==> src/rtl/pfd_pkg.sv <==
`timescale 1ns/1ps
package pfd_pkg;
  localparam int NUM_SIDES = 2;
  localparam int SIDE_REF  = 0;
  localparam int SIDE_FB   = 1;

  function automatic int count_width(input int limit);
    return (limit < 2) ? 1 : $clog2(limit + 1);
  endfunction
endpackage

==> src/rtl/pfd_edge_detect.sv <==
`timescale 1ns/1ps
module pfd_edge_detect (
  input  logic clk,
  input  logic rst,
  input  logic sig_i,
  output logic rise_o
);
  logic sig_q;

  always_ff @(posedge clk) begin
    if (rst) sig_q <= 1'b0;
    else     sig_q <= sig_i;
  end

  assign rise_o = sig_i & ~sig_q;
endmodule

==> src/rtl/pfd_req_latch.sv <==
`timescale 1ns/1ps
module pfd_req_latch (
  input  logic clk,
  input  logic rst,
  input  logic rise_i,
  input  logic overlap_i,
  input  logic clear_i,
  output logic req_o
);
  logic pend_q;

  always_ff @(posedge clk) begin
    if (rst) begin
      req_o  <= 1'b0;
      pend_q <= 1'b0;
    end else if (clear_i) begin
      req_o  <= 1'b0;
      pend_q <= pend_q | rise_i;
    end else if (pend_q) begin
      req_o  <= 1'b1;
      pend_q <= 1'b0;
    end else if (rise_i) begin
      if (overlap_i) pend_q <= 1'b1;
      else           req_o  <= 1'b1;
    end
  end
endmodule

==> src/rtl/pfd_clear_timer.sv <==
`timescale 1ns/1ps
module pfd_clear_timer #(
  parameter int ANTIBACKLASH_CYCLES = 3
) (
  input  logic clk,
  input  logic rst,
  input  logic overlap_i,
  output logic clear_o
);
  import pfd_pkg::*;
  localparam int CNT_W = count_width(ANTIBACKLASH_CYCLES);
  localparam logic [CNT_W-1:0] LAST = CNT_W'(ANTIBACKLASH_CYCLES - 1);

  logic [CNT_W-1:0] cnt_q;

  assign clear_o = overlap_i && (cnt_q == LAST);

  always_ff @(posedge clk) begin
    if (rst)            cnt_q <= '0;
    else if (!overlap_i) cnt_q <= '0;
    else if (clear_o)   cnt_q <= '0;
    else                cnt_q <= cnt_q + 1'b1;
  end
endmodule

==> src/rtl/tri_state_pfd.sv <==
`timescale 1ns/1ps
module tri_state_pfd #(
  parameter int ANTIBACKLASH_CYCLES = 3
) (
  input  logic clk,
  input  logic rst,
  input  logic ref_div_i,
  input  logic fb_div_i,
  output logic up_o,
  output logic dn_o
);
  import pfd_pkg::*;

  logic [NUM_SIDES-1:0] side_in;
  logic [NUM_SIDES-1:0] side_rise;
  logic [NUM_SIDES-1:0] side_req;
  logic                 overlap;
  logic                 clear;

  assign side_in[SIDE_REF] = ref_div_i;
  assign side_in[SIDE_FB]  = fb_div_i;
  assign overlap = &side_req;

  for (genvar s = 0; s < NUM_SIDES; s++) begin : g_side
    pfd_edge_detect edge_i (
      .clk    (clk),
      .rst    (rst),
      .sig_i  (side_in[s]),
      .rise_o (side_rise[s])
    );
    pfd_req_latch req_i (
      .clk       (clk),
      .rst       (rst),
      .rise_i    (side_rise[s]),
      .overlap_i (overlap),
      .clear_i   (clear),
      .req_o     (side_req[s])
    );
  end

  pfd_clear_timer #(.ANTIBACKLASH_CYCLES(ANTIBACKLASH_CYCLES)) timer_i (
    .clk       (clk),
    .rst       (rst),
    .overlap_i (overlap),
    .clear_o   (clear)
  );

  assign up_o = side_req[SIDE_REF];
  assign dn_o = side_req[SIDE_FB];
endmodule

==> config.mk <==
export PLATFORM = sky130hd
export DESIGN_NAME = tri_state_pfd
export DESIGN_NICKNAME = d
export VERILOG_FILES = /design/src/rtl/pfd_pkg.sv /design/src/rtl/pfd_edge_detect.sv /design/src/rtl/pfd_req_latch.sv /design/src/rtl/pfd_clear_timer.sv /design/src/rtl/tri_state_pfd.sv
export SDC_FILE = /design/constraint.sdc
export NUM_CORES = 1
export LEC_CHECK = 0
export ABC_AREA = 1
export BUFFER_PORTS_ARGS = -buffer_cell sky130_fd_sc_hd__buf_2
export CORE_AREA = 4 4 41 43
export CTS_CLUSTER_DIAMETER = 200
export DETAILED_ROUTE_END_ITERATION = 8
export DIE_AREA = 0 0 45 47
export PLACE_DENSITY = 0.5
export SLEW_MARGIN = 25
export SYNTH_ARGS = -nofsm -noshare
export SYNTH_HDL_FRONTEND = slang
export SYNTH_SLANG_ARGS = --single-unit
==> constraint.sdc <==
create_clock -name clk -period 0.9 [get_ports clk]
set_clock_uncertainty 0.1 [all_clocks]
set_input_delay 0 -clock clk [delete_from_list [all_inputs] [get_ports clk]]
set_output_delay 0 -clock clk [all_outputs]
set_load 0.01 [all_outputs]
* Word-level counts from Yosys, hierarchy flattened
Index checks and enable logic that the tools add are counted.
** Cells by class
- $add $sub $neg :: 1
- Equal/unequal tests :: 3
- Mux-type cells :: 12
- Bitwise gates (word level) :: 7
- Reduce and logical (&&, ||, !) cells :: 8
** Operators by type and width (number)
- $mux W1 :: 12
- $reduce_and A2 Y1 :: 3
- $ne A2 B2 Y1 const B :: 2
- $reduce_bool A2 Y1 :: 2
- $not A1 Y1 :: 3
- $reduce_or A3 Y1 :: 1
- $add A2 B1 Y2 const B :: 1
- $and A1 B1 Y1 :: 2
- $eq A2 B2 Y1 const B :: 1
- $or A1 B1 Y1 :: 2
- $reduce_or A2 Y1 :: 1
- $logic_and A1 B1 Y1 :: 1
** Word-level totals
- Bits in registers :: 8
- Input port bits :: 4
- Output and inout bits :: 2
- Logic and storage cells :: 38

* Logic depth before layout (Yosys ltp)
Gate-level depths: netlist of the first run.
- Word-level depth :: 5
- Mapped depth :: 6

* Modules after synthesis
A second synthesis of the first run with hierarchy kept.
** Second synthesis, totals
- Cell total of the unflattened synthesis :: 49
- Area total of the unflattened synthesis :: 341.6 um2
** Modules (own cells, without submodules)
- pfd_req_latch :: times used 2, cells each 14, area each 91.3 um2, seq. area each 40.0 um2
- pfd_clear_timer :: times used 1, cells each 11, area each 88.8 um2, seq. area each 40.0 um2
- pfd_edge_detect :: times used 2, cells each 4, area each 31.3 um2, seq. area each 20.0 um2
- tri_state_pfd :: times used 1, cells each 2, area each 7.5 um2, seq. area each 0.0 um2

* Least setup slack after synthesis of the first run
Ideal clock, no wire load.
- Kind :: register to register
- Start point :: reg timer_i.cnt_q[0]
- End point :: reg g_side[0].req_i.req_o
- Library setup time :: 118 ps
- Data arrival time :: 747 ps
- Setup slack :: -66 ps
- Stages on the path, launching flop included :: 6
- Buffers on the path :: 0
- Path through :: dfxtp_1 > inv_1 > ha_1 > inv_1 > o21bai_1 > nor2_1
** Between the ends
- Word-level cells in the longest chain between the ends :: 3
** RTL lines
- start: declaration :: RTL line pfd_clear_timer.sv:14 : logic [CNT_W-1:0] cnt_q;
- start signal: assignment :: RTL line pfd_clear_timer.sv:22 : else cnt_q <= cnt_q + 1'b1;
- $eq A2 B2 Y1 :: RTL line pfd_clear_timer.sv:16 : assign clear_o = overlap_i && (cnt_q == LAST);
- $logic_and A1 B1 Y1 :: RTL line pfd_clear_timer.sv:16
- $reduce_or A2 Y1 (no line)
- end signal: assignment :: RTL line pfd_req_latch.sv:17 : req_o <= 1'b0;
- end signal: assignment :: RTL line pfd_req_latch.sv:20 : req_o <= 1'b1;
- end signal: assignment :: RTL line pfd_req_latch.sv:24 : else req_o <= 1'b1;
- end: declaration :: RTL line pfd_req_latch.sv:8 : output logic req_o
Every way passes these cells.
A chain may end at the register's enable or synchronous reset.

* Final worst setup path of the first run
- Start point :: reg timer_i.cnt_q[0]
- End point :: reg g_side[1].req_i.req_o
** Between the ends
- Word-level cells in the longest chain between the ends :: 3
** RTL lines (RTL line)
- $eq A2 B2 Y1 :: pfd_clear_timer.sv:16
- $logic_and A1 B1 Y1 :: pfd_clear_timer.sv:16
- $reduce_or A2 Y1 (no line)
- end signal: assignment :: pfd_req_latch.sv:17
- end signal: assignment :: pfd_req_latch.sv:20
- end signal: assignment :: pfd_req_latch.sv:24
- end: declaration :: pfd_req_latch.sv:8
Every way passes these cells.

==> results of run 1 <==
-- worst min path at each step --
stage	start	endpoint	slack (ns)	cells after the start
finish	timer_i.cnt_q[0]	timer_i.cnt_q[0]	0.30	1
global route	timer_i.cnt_q[0]	timer_i.cnt_q[0]	0.31	1
global placement	rst	g_side[0].edge_i.sig_q	0.12	2
floorplan	rst	g_side[0].edge_i.sig_q	-0.03	1
CTS	timer_i.cnt_q[0]	timer_i.cnt_q[0]	0.30	1
detailed placement	rst	g_side[0].edge_i.sig_q	0.12	2
-- routing by layer --
metal / vias up / track usage, % / routed length, µm
met1: 99 / 7.36 / 236
met4: 0 / 0 / 0
li1: 137 / - / -
met3: 0 / 6.90 / 57
met5: - / 0 / 0
met2: 8 / 9.04 / 220
-- power breakdown --
group          internal [mW]  switching [mW]  total, mW
logic                 0.0456          0.0364     0.0820
clock network          0.152           0.114      0.266
registers              0.371          0.0106      0.382
-- through the flow --
| stage | hold slack, ns | util (%) | power (mW) |
|---|---|---|---|
| floorplan | -0.0288 | - | 0.414 |
| global placement | 0.124 | 27.8 | 0.441 |
| detailed placement | 0.121 | 27.8 | 0.441 |
| CTS | 0.305 | 31.8 | 0.727 |
| global route | 0.311 | 35.0 | 0.796 |
| finish | 0.304 | 35.0 | 0.730 |
-- what timing repair did --
action                                  4_1_cts  5_1_grt
pin swaps                                     0        3
endpoints found under the setup margin        5        7
hold buffers                                  3        1
endpoints found under the hold margin         8        6
resized for setup                             0       10
-- synth_stat cells --
| master | n |
|---|---|
| o21bai_1 | 1 |
| nand2_1 | 9 |
| dfxtp_1 | 8 |
| inv_1 | 9 |
| nor2_2 | 1 |
| ha_1 | 1 |
| nor2_1 | 11 |
-- cell families after synthesis --
group                    count (synthesis)  synth area share (%)
AND/OR/NAND/NOR                         21                  27.5
buffers and inverters                    9                  11.4
flip-flops                               8                  54.2
AO/OA/AOI/OAI                            1                  2.54
adder cells (fa/ha/maj)                  1                  4.24
-- registers in the layout, indices dropped and copies added, names as in the netlist --
signal	count
g_side.req_i.pend_q	2
g_side.req_i.req_o	2
timer_i.cnt_q	2
g_side.edge_i.sig_q	2
-- layout make-up --
class                      count  area (µm²)  share of cell area, %
clock buffer                   3        22.5                   4.95
inverter                       9        36.3                   7.97
multi-input combinational     23         140                   30.8
sequential                     8         165                   36.3
tap                           15        18.8                   4.12
timing repair buffer           9        72.6                   15.9
==> out/summary.txt, run 1 <==
GR Util All Layers -> 6.50%
Final nets -> 59
Slew headroom -> 92.6%
Synth top area share -> 54.2%
First-pass GRT wire length -> 917 µm
Critical R2R Launch -> timer_i.cnt_q[0]
Mapped Area -> 295 µm²
Congestion Overflow GR -> 0
Unique masters post-synth -> 7
Pre-CTS setup slack -> -0.0528 ns
CP arrival -> 0.98 ns
Mean Syn Cell Area -> 7.38 µm²
DRT Pass-1 Iters -> 2
CP Cell Sequence -> inv_2 -> ha_4 -> inv_4 -> o21bai_4 -> nor2_1
Crit path kind -> flip-flop to flip-flop
Num CTS Buffers -> 3
Most frequent cells in the layout -> 11 x nor2_1, 7 x inv_1, 7 x nand2_1
Worst Tran Pin Value -> 0.111 ns
Initial antenna violation count -> 0
Clk slew on worst S/H paths -> 0.05 ns
Die width -> 45 µm
CP bufs+invs -> 2
Placed cell count -> 61
Worst Setup SP -> timer_i.cnt_q[0]
DPL Wire Length -> 381 µm
Total stage count of the critical path -> 5
Routed len/inst -> 7.67 µm
Worst setup EP type -> flip-flop
Vias in the first global route -> 245
CP max stage delay -> 0.32 ns
CTS tree -> done
Crit path capture -> g_side[1].req_i.req_o
Clock period minus worst slack -> 0.940 ns
Initial Util -> 22.7%
Die Y -> 47 µm
Non-Filler Instances -> 67
Fin. max-slew vios -> 0
Sink Count -> 8
Clk_lat worst skew -> 0.25 ns
DIE AREA -> 2120 µm²
Maximum fanout along the worst path -> 3
Peak Freq -> 1060 MHz
CP top delay family -> flip-flops
Drt via density -> 3.64
Tcrit/Tclk final -> 104%
Root Buffer -> clkbuf_4
Syn_nets -> 45
Slowest cell on crit path -> dfxtp_2
Overall via count from detail_route -> 244
Max Cap Violations -> 0
Final setup vio count -> 5
I/O pins -> 6
Worst Hold Class -> flip-flop to flip-flop
Worst-case vdd ir drop -> 782 µV
Synth top area cells -> dfxtp_1 54%, nor2_1 14%, inv_1 11%, nand2_1 11%, ha_1 4.2%
Synthesis-to-layout area growth -> 54.2%
Failing checks -> setup timing
Leak -> 0.214 nW
P per Cell Area -> 1600 nW/µm²
RSZ-0062 raised after global routing -> yes
Detail Route Antenna Nets -> 0
Setup Fix Bufs, Post-CTS -> 0
CP Launch Type -> flip-flop
Placed Area -> 362 µm²
Yosys synthesis warning count -> 0
Setup slack, reg-to-reg -> -0.04 ns
Largest net degree at the start of global routing -> 5
Cell taking the most area after synthesis -> dfxtp_1
Post-route cell area -> 455 µm²
Terminus of the critical flop-to-flop path -> g_side[1].req_i.req_o
DR DRC count -> 0
Layout cells sized above 1 -> 38.5%
Commonest non-fill, non-tap cell in the layout -> nor2_1
Number of H-tree levels -> 1
Register area share after synthesis -> 54.2%
Routed wire length -> 514 µm
Setup ws final -> -0.0404 ns
Core area -> 1300 µm²
TNS Setup -> -0.111 ns
Clock tree buffer depth -> 2
WP data required -> 0.94 ns
Antenna cells -> 0
Num rows -> 13
Placer Congestion -> 0.698
Synth Instances -> 40
Status -> complete, but fails checks
Fill cells -> 142
Hold Fails Final Rpt -> 0
DR iter-0 viols -> 2
Synthesized flop and latch total -> 8
Worst r2r path cells -> 5
Port Buffers -> 5
Power figures use the tool's default switching activity.
==> run 2: changes to the inputs <==
--- a/config.mk
+++ b/config.mk
@@ -7,11 +7,12 @@
 export LEC_CHECK = 0
 export ABC_AREA = 1
 export BUFFER_PORTS_ARGS = -buffer_cell sky130_fd_sc_hd__buf_2
-export CORE_AREA = 4 4 41 43
+export CORE_AREA = 8 8 45 47
 export CTS_CLUSTER_DIAMETER = 200
 export DETAILED_ROUTE_END_ITERATION = 8
-export DIE_AREA = 0 0 45 47
+export DIE_AREA = 0 0 53 55
 export PLACE_DENSITY = 0.5
+export SETUP_SLACK_MARGIN = 0.15
 export SLEW_MARGIN = 25
 export SYNTH_ARGS = -nofsm -noshare
 export SYNTH_HDL_FRONTEND = slang
==> out/summary.txt, run 2 (same netlist as run 1, synthesis figures left out) <==
Antenna cells -> 0 (unchanged)
Die width -> 53 µm (+18%)
Slowest cell on crit path -> dfxtp_2
Leak -> 0.221 nW (+3.0%)
Num rows -> 14 (+1)
Worst Hold Class -> input pin to flip-flop
Clock tree buffer depth -> 2 (unchanged)
Num CTS Buffers -> 3 (unchanged)
GR Util All Layers -> 4.93% (-1.6 points)
Overall Power -> 743 µW (+1.8%)
Pre-CTS setup slack -> -0.0569 ns (-0.00412 ns)
Layout cells sized above 1 -> 39.6% (+1.2 points)
Worst-case vdd ir drop -> 600 µV (-23%)
Slew headroom -> 86.2% (-6.3 points)
CP Launch Type -> flip-flop
Initial Util -> 21.3% (-1.4 points)
DR iter-0 viols -> 2 (unchanged)
Clock period minus worst slack -> 0.939 ns (-0.00160 ns)
Number of H-tree levels -> 1 (unchanged)
DR DRC count -> 0 (unchanged)
Final setup vio count -> 5 (unchanged)
Fin. max-slew vios -> 0 (unchanged)
CP arrival -> 0.98 ns (about the same)
Detail Route Antenna Nets -> 0 (unchanged)
Setup ws final -> -0.0388 ns (+0.00160 ns)
Vias in the first global route -> 266 (+8.6%)
Drt via density -> 3.86 (+5.9%)
DPL Wire Length -> 410 µm (+7.4%)
Sink Count -> 8 (unchanged)
Synthesis-to-layout area growth -> 59.7%
Fill cells -> 160 (+13%)
Congestion Overflow GR -> 0 (unchanged)
Initial antenna violation count -> 0 (unchanged)
Placer Congestion -> 0.617 (-12%)
Post-route cell area -> 472 µm² (+3.6%)
WP data required -> 0.94 ns (about the same)
Hold Fails Final Rpt -> 0 (unchanged)
Status -> complete, but fails checks
Maximum fanout along the worst path -> 3 (unchanged)
Clk slew on worst S/H paths -> 0.05 ns (about the same)
Placed cell count -> 63 (+3.3%)
Peak Freq -> 1070 MHz (+0.17%)
Failing checks -> setup timing
CP max stage delay -> 0.32 ns (about the same)
Non-Filler Instances -> 69 (+3.0%)
Routed wire length -> 630 µm (+23%)
WHS -> 0.00791 ns (-0.296 ns)
Port Buffers -> 5 (unchanged)
Worst Tran Pin Value -> 0.206 ns (+0.0950 ns)
First-pass GRT wire length -> 993 µm (+8.3%)
Most frequent cells in the layout -> 11 x nor2_1, 7 x inv_1, 7 x nand2_1
Core area -> 1380 µm² (+6.3%)
Largest net degree at the start of global routing -> 5 (unchanged)
CTS tree -> done
Clk_lat worst skew -> 0.25 ns (about the same)
Tcrit/Tclk final -> 104% (-0.18 points)
Placed Area -> 370 µm² (+2.4%)
DRT Pass-1 Iters -> 3 (+1)
RSZ-0062 raised after global routing -> yes
CP top delay family -> flip-flops
P per Cell Area -> 1580 nW/µm² (-1.7%)
Final nets -> 60 (+1.7%)
Overall via count from detail_route -> 266 (+9.0%)
Max Cap Violations -> 0 (unchanged)
DIE AREA -> 2920 µm² (+38%)
Commonest non-fill, non-tap cell in the layout -> nor2_1
I/O pins -> 6 (unchanged)
Routed len/inst -> 9.13 µm (+19%)
Worst setup EP type -> flip-flop
Crit path kind -> flip-flop to flip-flop
CP Cell Sequence -> inv_2 -> ha_4 -> inv_4 -> o21bai_4 -> nor2_1
Root Buffer -> clkbuf_4
Die Y -> 55 µm (+17%)
CP bufs+invs -> 2 (unchanged)
==> run 2: changes by cell type in the layout (fill, tap and decap cells not counted), sizes merged <==
cell          delta
dlymetal6s4s     +1
buf              +1
dlygate4sd3      -1
==> run 2: final timing paths <==
kind	start	end	slack [ns]	depth (start not counted)
setup / recovery	timer_i.cnt_q[0]	g_side[0].req_i.req_o	-0.04	5
hold / removal	ref_div_i	g_side[0].req_i.pend_q	0.008	5
setup reg to reg	timer_i.cnt_q[0]	g_side[0].req_i.req_o	-0.04	5
hold reg to reg	timer_i.cnt_q[0]	timer_i.cnt_q[0]	0.30	1
==> run 2: power breakdown <==
part | leakage (nW) | switching [mW] | internal (mW)
clock | 0.0138 | 0.116 | 0.152
combinational | 0.140 | 0.0397 | 0.0559
sequential | 0.0671 | 0.00883 | 0.371
total | 0.221 | 0.164 | 0.579
==> run 2: timing repair <==
item                                   in CTS  in global routing
hold buffers                                3                  0
setup endpoints to repair                   8                  8
endpoints found under the hold margin       8                  0
resized for setup                           3                 10
pin swaps                                   2                  3
buffers inserted                            0                  0
==> run 2: worst min-delay path, cell delays in order <==
cell,delay [ns]
buf_2,0.10
nand2_1,0.06
nand2_1,0.06
nand2_1,0.06
nor2_1,0.03
==> run 2: layer usage <==
| metal | part of all wire (%) | wire length [µm] | track usage [%] |
|---|---|---|---|
| met1 | 42 | 265 | 5.19 |
| met2 | 50 | 315 | 6.84 |
| met3 | 4.6 | 29 | 0.802 |
| met4 | 3.2 | 20 | 7.76 |
| met5 | 0 | 0 | 0 |
==> run 2: layout make-up <==
type	count	area, µm²	share of cell area [%]
multi-input combinational	23	135	28.6
inverter	9	36.3	7.69
sequential	8	165	35.0
tap	16	20.0	4.24
clock buffer	3	22.5	4.77
timing repair buffer	10	92.6	19.6
==> run 2: metrics by stage <==
stage	setup TNS (ns)	util, %
floorplan	-0.00414	-
finish	-0.125	34.1
CTS	-0.310	31.4
global route	-0.463	34.1
global placement	-0.106	26.8
detailed placement	-0.116	26.8
